[config.mk]
export PLATFORM = sky130hd
export DESIGN_NAME = async_rx_brk
export DESIGN_NICKNAME = d
export VERILOG_FILES = /design/src/rtl/async_rx_brk.sv
export SDC_FILE = /design/constraint.sdc
export NUM_CORES = 1
export LEC_CHECK = 0
export ABC_AREA = 1
export ABC_CLOCK_PERIOD_IN_PS = 2000
export BUFFER_PORTS_ARGS = -buffer_cell sky130_fd_sc_hd__buf_2
export CORE_UTILIZATION = 30
export CTS_CLUSTER_DIAMETER = 200
export CTS_CLUSTER_SIZE = 20
export DETAILED_ROUTE_END_ITERATION = 16
export GPL_TIMING_DRIVEN = 0
export PLACE_DENSITY = 0.56
export SLEW_MARGIN = 40
export SYNTH_ARGS = -nofsm -noshare
export SYNTH_HDL_FRONTEND = slang
export SYNTH_SLANG_ARGS = --single-unit
[constraint.sdc]
create_clock -name clk -period 2 [get_ports clk]
set_clock_uncertainty 0.15 [all_clocks]
set_input_delay 0.2 -clock clk [delete_from_list [all_inputs] [get_ports clk]]
set_output_delay 0.2 -clock clk [all_outputs]
set_load 0.01 [all_outputs]
[src/rtl/async_rx_brk.sv]
module async_rx_brk #(
  parameter int OVS = 16
) (
  input  logic       clk,
  input  logic       rst_n,
  input  logic       samp_en,
  input  logic       rxd,
  input  logic       cfg_x16,
  input  logic [1:0] cfg_len,
  input  logic [1:0] cfg_par,
  input  logic       cfg_pfrc,
  input  logic [7:0] cmp_char,
  input  logic       cmp_irq_en,
  input  logic       rd,
  output logic       rx_valid,
  output logic [7:0] rx_data,
  output logic       par_err,
  output logic       frm_err,
  output logic       ovr_err,
  output logic       rx_match,
  output logic       match_irq,
  output logic       brk_start,
  output logic       brk_end
);
  localparam int CW = $clog2(OVS);

  typedef enum logic [2:0] {S_IDLE, S_START, S_DATA, S_PAR, S_STOP, S_BRK, S_HUNT} st_t;

  st_t           st;
  logic [CW-1:0] cnt;
  logic [2:0]    bidx;
  logic [7:0]    sh;
  logic          pbit;

  wire [CW-1:0] full    = cfg_x16 ? CW'(OVS-1) : '0;
  wire [CW-1:0] half    = cfg_x16 ? CW'(OVS/2-1) : '0;
  wire          at_full = (cnt == full);
  wire [2:0]    last    = 3'd4 + {1'b0, cfg_len};
  wire [1:0]    rsh     = 2'd3 - cfg_len;
  wire [7:0]    chr     = sh >> rsh;
  wire [7:0]    cmpm    = cmp_char & (8'hFF >> rsh);
  wire          par_on  = (cfg_par != 2'b00);
  wire          xr      = ^chr ^ pbit;

  logic par_bad;
  always_comb begin
    case (cfg_par)
      2'b01:   par_bad = xr;
      2'b10:   par_bad = ~xr;
      2'b11:   par_bad = (pbit != cfg_pfrc);
      default: par_bad = 1'b0;
    endcase
  end

  wire done   = samp_en && (st == S_STOP) && at_full;
  wire is_brk = (chr == 8'h00) && (!par_on || !pbit) && !rxd;
  wire load   = done && !is_brk;

  assign match_irq = rx_match & cmp_irq_en;

  always_ff @(posedge clk or negedge rst_n) begin
    if (!rst_n) begin
      st   <= S_IDLE;
      cnt  <= '0;
      bidx <= '0;
      sh   <= '0;
      pbit <= 1'b0;
    end else if (samp_en) begin
      case (st)
        S_IDLE: if (!rxd) begin
          st   <= cfg_x16 ? S_START : S_DATA;
          cnt  <= '0;
          bidx <= '0;
          pbit <= 1'b0;
        end
        S_START: begin
          if (cnt == half) begin
            st  <= rxd ? S_IDLE : S_DATA;
            cnt <= '0;
          end else cnt <= cnt + 1'b1;
        end
        S_DATA: begin
          if (at_full) begin
            sh  <= {rxd, sh[7:1]};
            cnt <= '0;
            if (bidx == last) st <= par_on ? S_PAR : S_STOP;
            else bidx <= bidx + 3'd1;
          end else cnt <= cnt + 1'b1;
        end
        S_PAR: begin
          if (at_full) begin
            pbit <= rxd;
            st   <= S_STOP;
            cnt  <= '0;
          end else cnt <= cnt + 1'b1;
        end
        S_STOP: begin
          if (at_full) begin
            cnt <= '0;
            if (rxd)          st <= S_IDLE;
            else if (is_brk)  st <= S_BRK;
            else if (cfg_x16) st <= S_HUNT;
            else              st <= S_IDLE;
          end else cnt <= cnt + 1'b1;
        end
        S_BRK: if (rxd) st <= S_IDLE;
        S_HUNT: begin
          if (cnt == half) begin
            cnt  <= '0;
            bidx <= '0;
            pbit <= 1'b0;
            st   <= rxd ? S_IDLE : S_START;
          end else cnt <= cnt + 1'b1;
        end
        default: st <= S_IDLE;
      endcase
    end
  end

  always_ff @(posedge clk or negedge rst_n) begin
    if (!rst_n) begin
      rx_valid  <= 1'b0;
      rx_data   <= '0;
      par_err   <= 1'b0;
      frm_err   <= 1'b0;
      ovr_err   <= 1'b0;
      rx_match  <= 1'b0;
      brk_start <= 1'b0;
      brk_end   <= 1'b0;
    end else begin
      brk_start <= done && is_brk;
      brk_end   <= samp_en && (st == S_BRK) && rxd;
      if (rd) begin
        rx_valid <= 1'b0;
        ovr_err  <= 1'b0;
        par_err  <= 1'b0;
        frm_err  <= 1'b0;
        rx_match <= 1'b0;
      end
      if (load) begin
        if (rx_valid && !rd) ovr_err <= 1'b1;
        else begin
          rx_valid <= 1'b1;
          rx_data  <= chr;
          par_err  <= par_on && par_bad;
          frm_err  <= !rxd;
          rx_match <= (chr == cmpm);
        end
      end
    end
  end
endmodule


==> results of run 1 <==
## cells in the mapped netlist, drive strengths merged
cell	instances	area (um^2)
a22oi	1	7.51
nand3b	7	52.6
mux2	1	11.3
nor3	5	25.0
xnor2	1	8.76
nand2	124	495
nand3	25	143
o22ai	2	12.5
o21bai	1	7.51
dfrtp	34	851
inv	41	154
a21oi	5	25.0
buf	4	28.8
nor2	27	136
nand4	4	31.3
ha	6	75.1
o21ai	34	215
o211ai	1	7.51
xor2	4	35.0
## through the flow
| step | worst slack (ns) | total power, mW | hold WS (ns) | std cells |
|---|---|---|---|---|
| floorplan | 0.0669 | 2.07 | -0.246 | 327 |
| global placement | -0.356 | 2.38 | 0.176 | 461 |
| detailed placement | -0.389 | 2.42 | 0.183 | 461 |
| CTS | -0.0147 | 3.11 | 0.0140 | 486 |
| global route | -0.121 | 3.58 | 0.0268 | 494 |
| finish | 0.0214 | 3.27 | 0.0281 | 494 |
## power breakdown
group | switching (mW) | internal (mW)
clock network | 0.250 | 0.234
logic | 1.01 | 0.734
registers | 0.175 | 0.872
## final timing paths
path	from	end
hold reg to reg	rx_data[2]	rx_data[2]
setup / recovery	sh[7]	rx_match
min in group asynchronous	rst_n	rx_data[3]
max in group asynchronous	rst_n	sh[7]
hold / removal	rxd	frm_err
setup reg to reg	sh[7]	rx_match
## final cells by class
type                    instances  area [um^2]  area share (%)
repair buffers                 60          412            13.3
clock buffers                   5         68.8            2.23
flip-flops and latches         34          852            27.6
inverters                      41          156            5.07
clock inverters                 2         10.0           0.325
well taps                      99          124            4.02
multi-input cells             249         1430            46.3
plain buffers                   4         32.5            1.05
## sequential cells by signal (all words and copies together) (netlist names), 3 cells and up
signal   cells
cnt          4
st           3
sh           8
bidx         3
rx_data      8
## worst reg2reg max path, delay by kind of cell (launching register included)
kind,cells,cell delay (ns)
fa+ha+maj,1,0.19
buf+inv,3,0.26
flops,1,0.44
simple gates,10,0.82
## metal layers
metal,global-route usage (%),vias up
met1,19.3,1059
met2,25.7,43
met4,4.84,0
li1,-,1182
met5,0,-
met3,3.21,7
## logic make-up (layout without fill, tap and decap cells)
kind of cell	count (synthesis)	after routing	synth area share (%)
AO/OA/AOI/OAI	44	44	11.9
XOR/XNOR	5	5	1.89
adder cells (fa/ha/maj)	6	6	3.23
buffers and inverters	45	112	7.87
flip-flops	34	34	36.6
multiplexers	1	1	0.485
AND/OR/NAND/NOR	192	193	38.0
## timing repair
| item | CTS | global route |
|---|---|---|
| gates resized for setup | 21 | 29 |
| hold buffers | 1 | 0 |
| endpoints found under the hold margin | 34 | 0 |
| endpoints found under the setup margin | 15 | 14 |
| gates cloned | 2 | 0 |
| pin swaps | 5 | 21 |
| setup buffers | 15 | 9 |
==> results.md, run 1 <==
- Starting Density: 31.5%
- CP startpoint kind: flip-flop
- Core Footprint: between 7000 and 8000 um^2
- Met2 WL: approximately 2.8 mm
- Final Cycle Share: a little over nine tenths
- Clk sink count: 34
- Crit path kind: reg -> reg
- Row Count: 31
- Worst-margin pin slew: slightly below 0.7 ns
- Buffer type at the clock tree root: clkbuf_8
- DR WL/cell: between 10 and 15 um
- Max incr delay on CP: 0.44 ns
- Fill cell count: 780
- Post-layout min period: between 1.5 and 2 ns
- DR WL met3: ~230 um
- Netlist cell types: 32
- Worst-path clk slew: approximately 0.07 ns
- Overall Global Routing Usage: 15.2%
- DP Area: ~2600 um^2
- Initial antenna violation count: 0
- Cell Area, Synth: between 2000 and 2500 um^2
- Largest net degree at the start of global routing: 35
- DR DRC count: 0
- #FFs+latches synth: 34
- Hpwl dp: 4.13 mm
- Maximum capacitance violations: 0
- Finished Cell Area: ~3000 um^2
- CTS tree: built
- Max Clock Freq: between 0.5 and 0.6 GHz
- Count of pins over their slew limit: 0
- First-pass GRT wire length: 9.96 mm
- Crit Path Max Fanout: 5
- RSZ-0062 raised after global routing: yes
- Placer Congestion: 0.827
- Final core occ: roughly two fifths
- Final Hold Fails: 0
- Post-synthesis sequential area ratio: between 30 and 40%
- Top sig layer: met4
- P per Cell Area: roughly 1100 nW/um^2
- CP Buf/Inv Count: 3
- Cells after Synth: about 330
- Vias per cell: around 4.6
- Synth Net Count: approximately 350
- IO buf count: 35
- Final setup TNS: 0 ns
- CP top delay family: simple AND/OR/NAND/NOR gates
- Total number of vias: between 2000 and 2500
- R2R depth: 14
- Commonest non-fill, non-tap cell in the layout: nand2_1
- Worst hold path depth: 2
- Mean post-synth cell area: 7.10 um^2
- H-tree levels: 2
- CTS max path bufs: 2
- WL met1: roughly 2.7 mm
- Layout cells sized above 1: 36.2%
- Drt initial violations: a little under 80
- Most frequent cells in the layout: 93 x nand2_1, 36 x buf_2, 33 x dfrtp_1
- # nets final: ~420
- Peak supply drop: roughly 370 uV
- Pre-antenna DRT Iters: 4
- WP data arrival: between 2 and 2.5 ns
- N_diodes: 0
- Synthesis Warnings: 0
- R2r setup slk: ~0.021 ns
- Worst path cell trace: nand2_2, nand2_2, inv_2, nor2_1, inv_1, ha_2, nand2_4, nor2_4, nand3_4, nand3_4, buf_12, nor2_4, nand2_2, nand2_1
- Total grt overflow: 0
- Hold crit path type: in -> reg
- Die Wd: 90.0 um
- Chip Height: between 80 and 90 um
- Worst-Skew Late Latency: between 0.2 and 0.3 ns
- Ports: 36
- CTS buffer count: 5
- Status: completed
- Post-route ant nets: 0
- Cell mode on critical path: nand2_2
- Critical path's slowest cell: dfrtp_2
- WP data required: 2.03 ns
- Pleak: around 1.6 nW
- Die area: between 8000 and 9000 um^2
- Vias in the first global route: approximately 2200
- Final Setup Violations: 0
- Area Overhead vs Synth: 32.8%
- CP Depth: 14
- Slew headroom: between 50% and 60%
- Crit. End Element: flip-flop
- Total routed wirelength: around 6 mm
Power figures use the tool's default switching activity.
==> inputs of run 2 (changes only) <==
--- a/config.mk
+++ b/config.mk
@@ -8,6 +8,8 @@
 export ABC_AREA = 1
 export ABC_CLOCK_PERIOD_IN_PS = 2000
 export BUFFER_PORTS_ARGS = -buffer_cell sky130_fd_sc_hd__buf_2
+export CORE_ASPECT_RATIO = 1.4
+export CORE_MARGIN = 2
 export CORE_UTILIZATION = 30
 export CTS_CLUSTER_DIAMETER = 200
 export CTS_CLUSTER_SIZE = 20
==> run 2 against run 1 <==
Net effect: routed wire length up 5.4%; worst hold slack improved by 0.0020 ns; critical path depth unchanged; power up 3.3%; critical endpoint is now st[1]; largest power group unchanged.
==> results.md, run 2 (same netlist as run 1, synthesis figures left out) <==
- Layout cells sized above 1: 37.9% (was 36.2%)
- Clk sink count: 34 (unchanged)
- Commonest non-fill, non-tap cell in the layout: nand2_1 (unchanged)
- Overall Global Routing Usage: 15.1% (was 15.2%)
- CTS buffer count: 5 (unchanged)
- Combinational fraction of design power: 53.5% (was 53.2%)
- Clock Power Share: 15.7% (was 14.8%)
- Sequential group share of total power: 30.8% (was 32.0%)
- Post-route ant nets: 0 (unchanged)
- Maximum capacitance violations: 0 (unchanged)
- Vias per cell: 4.64 (about the same)
- H-tree levels: 2 (unchanged)
- Switch share: 43.2% (was 43.8%)
- Total grt overflow: 0 (unchanged)
- Crit Path Max Fanout: 5 (unchanged)
- Count of pins over their slew limit: 0 (unchanged)
- Final core occ: 41.0% (was 41.9%)
- Row Count: 38 (was 31)
- CP startpoint kind: flip-flop (unchanged)
- Hold crit path type: in -> reg (unchanged)
- Drt initial violations: 71 (was 77)
- Ports: 36 (unchanged)
- Worst-margin pin slew: 0.698 ns (was 0.685 ns)
- Chip Height: 108 um (was 90.0 um)
- IO buf count: 35 (unchanged)
- Post-layout min period: 2.00 ns (was 1.98 ns)
- Vias in the first global route: 2295 (was 2172)
- WP data required: 2.02 ns (was 2.03 ns)
- Core Footprint: 7650 um^2 (was 7370 um^2)
- Worst-Skew Late Latency: 0.29 ns (was 0.28 ns)
- WP data arrival: 2.02 ns (was 2.01 ns)
- # nets final: 426 (was 421)
- N_diodes: 0 (unchanged)
- Crit. End Element: flip-flop (unchanged)
- Pleak: 1.64 nW (was 1.62 nW)
- Status: completed (unchanged)
- Final Hold Fails: 0 (unchanged)
- Final Cycle Share: 99.8% (was 98.9%)
- Total number of vias: 2325 (was 2291)
- RSZ-0062 raised after global routing: yes (unchanged)
- P_sw: 1.46 mW (was 1.43 mW)
- Area Overhead vs Synth: 35.1% (was 32.8%)
- Die Wd: 78.4 um (was 90.0 um)
- Total routed wirelength: 6.16 mm (was 5.85 mm)
- Placer Congestion: 0.856 (was 0.827)
- Final worst slack: 0.00475 ns (was 0.0214 ns)
- Worst slack at placement: -0.366 ns (was -0.389 ns)
- Slew headroom: 53.1% (was 54.0%)
- CTS tree: built (unchanged)
- Top Registers: rx_data: 8 flops, sh: 8 flops, cnt: 4 flops (unchanged)
- Int Pwr: 1.92 mW (was 1.84 mW)
- First-pass GRT wire length: 10.0 mm (was 9.96 mm)
- Peak supply drop: 471 uV (was 367 uV)
- Buffer type at the clock tree root: clkbuf_8 (unchanged)
- Die area: 8470 um^2 (was 8100 um^2)
- Starting Density: 30.3% (was 31.5%)
- Max Clock Freq: 0.501 GHz (was 0.505 GHz)
- Most frequent cells in the layout: 94 x nand2_1, 36 x buf_2, 32 x dfrtp_1 (was 93 x nand2_1, 36 x buf_2, 33 x dfrtp_1)
- Hpwl dp: 4.38 mm (was 4.13 mm)
- CTS max path bufs: 2 (unchanged)
- Initial antenna violation count: 0 (unchanged)
- DR DRC count: 0 (unchanged)
- Pre-antenna DRT Iters: 4 (unchanged)
- P per Cell Area: 1080 nW/um^2 (was 1060 nW/um^2)
- Crit path kind: reg -> reg (unchanged)
- Worst-path clk slew: 0.07 ns (about the same)
- Final Setup Violations: 0 (unchanged)
- DR WL/cell: 12.3 um (was 11.8 um)
- Largest net degree at the start of global routing: 35 (unchanged)
-- run 2: changes by cell type in the layout (fill, tap and decap cells not counted), sizes merged --
| cell | delta |
|---|---|
| buf | +5 |
| clkbuf | +2 |
| clkinv | -1 |
-- run 2: path summary, 6_finish.rpt --
path | start | end | slack (ns) | cells past startpoint
max | sh[6] | st[1] | 0.005 | 14
min | rxd | frm_err | 0.03 | 2
max reg2reg | sh[6] | st[1] | 0.005 | 14
min reg2reg | rx_data[2] | rx_data[2] | 0.33 | 2
max in group asynchronous | rst_n | sh[6] | 1.10 | 2
min in group asynchronous | rst_n | sh[1] | 0.25 | 2
-- run 2: cell type report --
type	count	area, um^2
plain buffers	3	17.5
clock buffers	7	86.3
clock inverters	1	5.00
fillers	801	4520
inverters	41	154
multi-input cells	249	1460
flip-flops and latches	34	853
well taps	100	125
repair buffers	66	435
-- run 2: worst max-delay path, stage by stage, from the launching register on --
cell	delay (ns)
dfrtp_2	0.45
nand2_2	0.08
nand2_2	0.06
inv_2	0.09
nand2_2	0.07
nand2_4	0.09
ha_4	0.14
nand2_4	0.05
nor2_4	0.13
nand3_4	0.12
buf_6	0.16
nand4_1	0.06
nand3b_1	0.09
nand3_1	0.08
nand2_1	0.06
-- run 2: metrics by stage --
| step | std cells | total power, mW | TNS (ns) | cell area [um^2] | hold slack (ns) |
|---|---|---|---|---|---|
| 2_1_floorplan | 327 | 2.07 | 0 | 2320 | -0.246 |
| 3_3_place_gp | 462 | 2.40 | -3.63 | 2620 | 0.189 |
| 3_5_place_dp | 462 | 2.43 | -4.11 | 2620 | 0.190 |
| 4_1_cts | 496 | 3.22 | -0.0108 | 3010 | 0.0237 |
| 5_1_grt | 501 | 3.69 | -0.959 | 3140 | 0.0354 |
| 6_report | 501 | 3.38 | 0 | 3140 | 0.0301 |
-- run 2: what timing repair did --
item | 4_1_cts | 5_1_grt
buffers inserted | 23 | 9
endpoints found under the setup margin | 16 | 16
endpoints found under the hold margin | 34 | 0
resized for setup | 25 | 33
hold buffers | 1 | 0
pin swaps | 12 | 22
cloned | 2 | 0
-- run 2: routing by layer --
metal  up-vias  routed length, um  GRT usage (%)
li1       1194                  -              -
met1      1061               2420           14.9
met2        46               3280           29.2
met3        24                194           3.01
met4         0                268           8.40
met5         -                  0              0
-- run 2: power groups by stage --
stage	registers (mW)	logic, mW	clock network [mW]
final	1.04	1.81	0.531
after global placement	1.05	1.36	0
after CTS	1.04	1.63	0.548
after global routing	1.07	2.05	0.577
after floorplan	1.03	1.04	0
after detailed placement	1.05	1.37	0
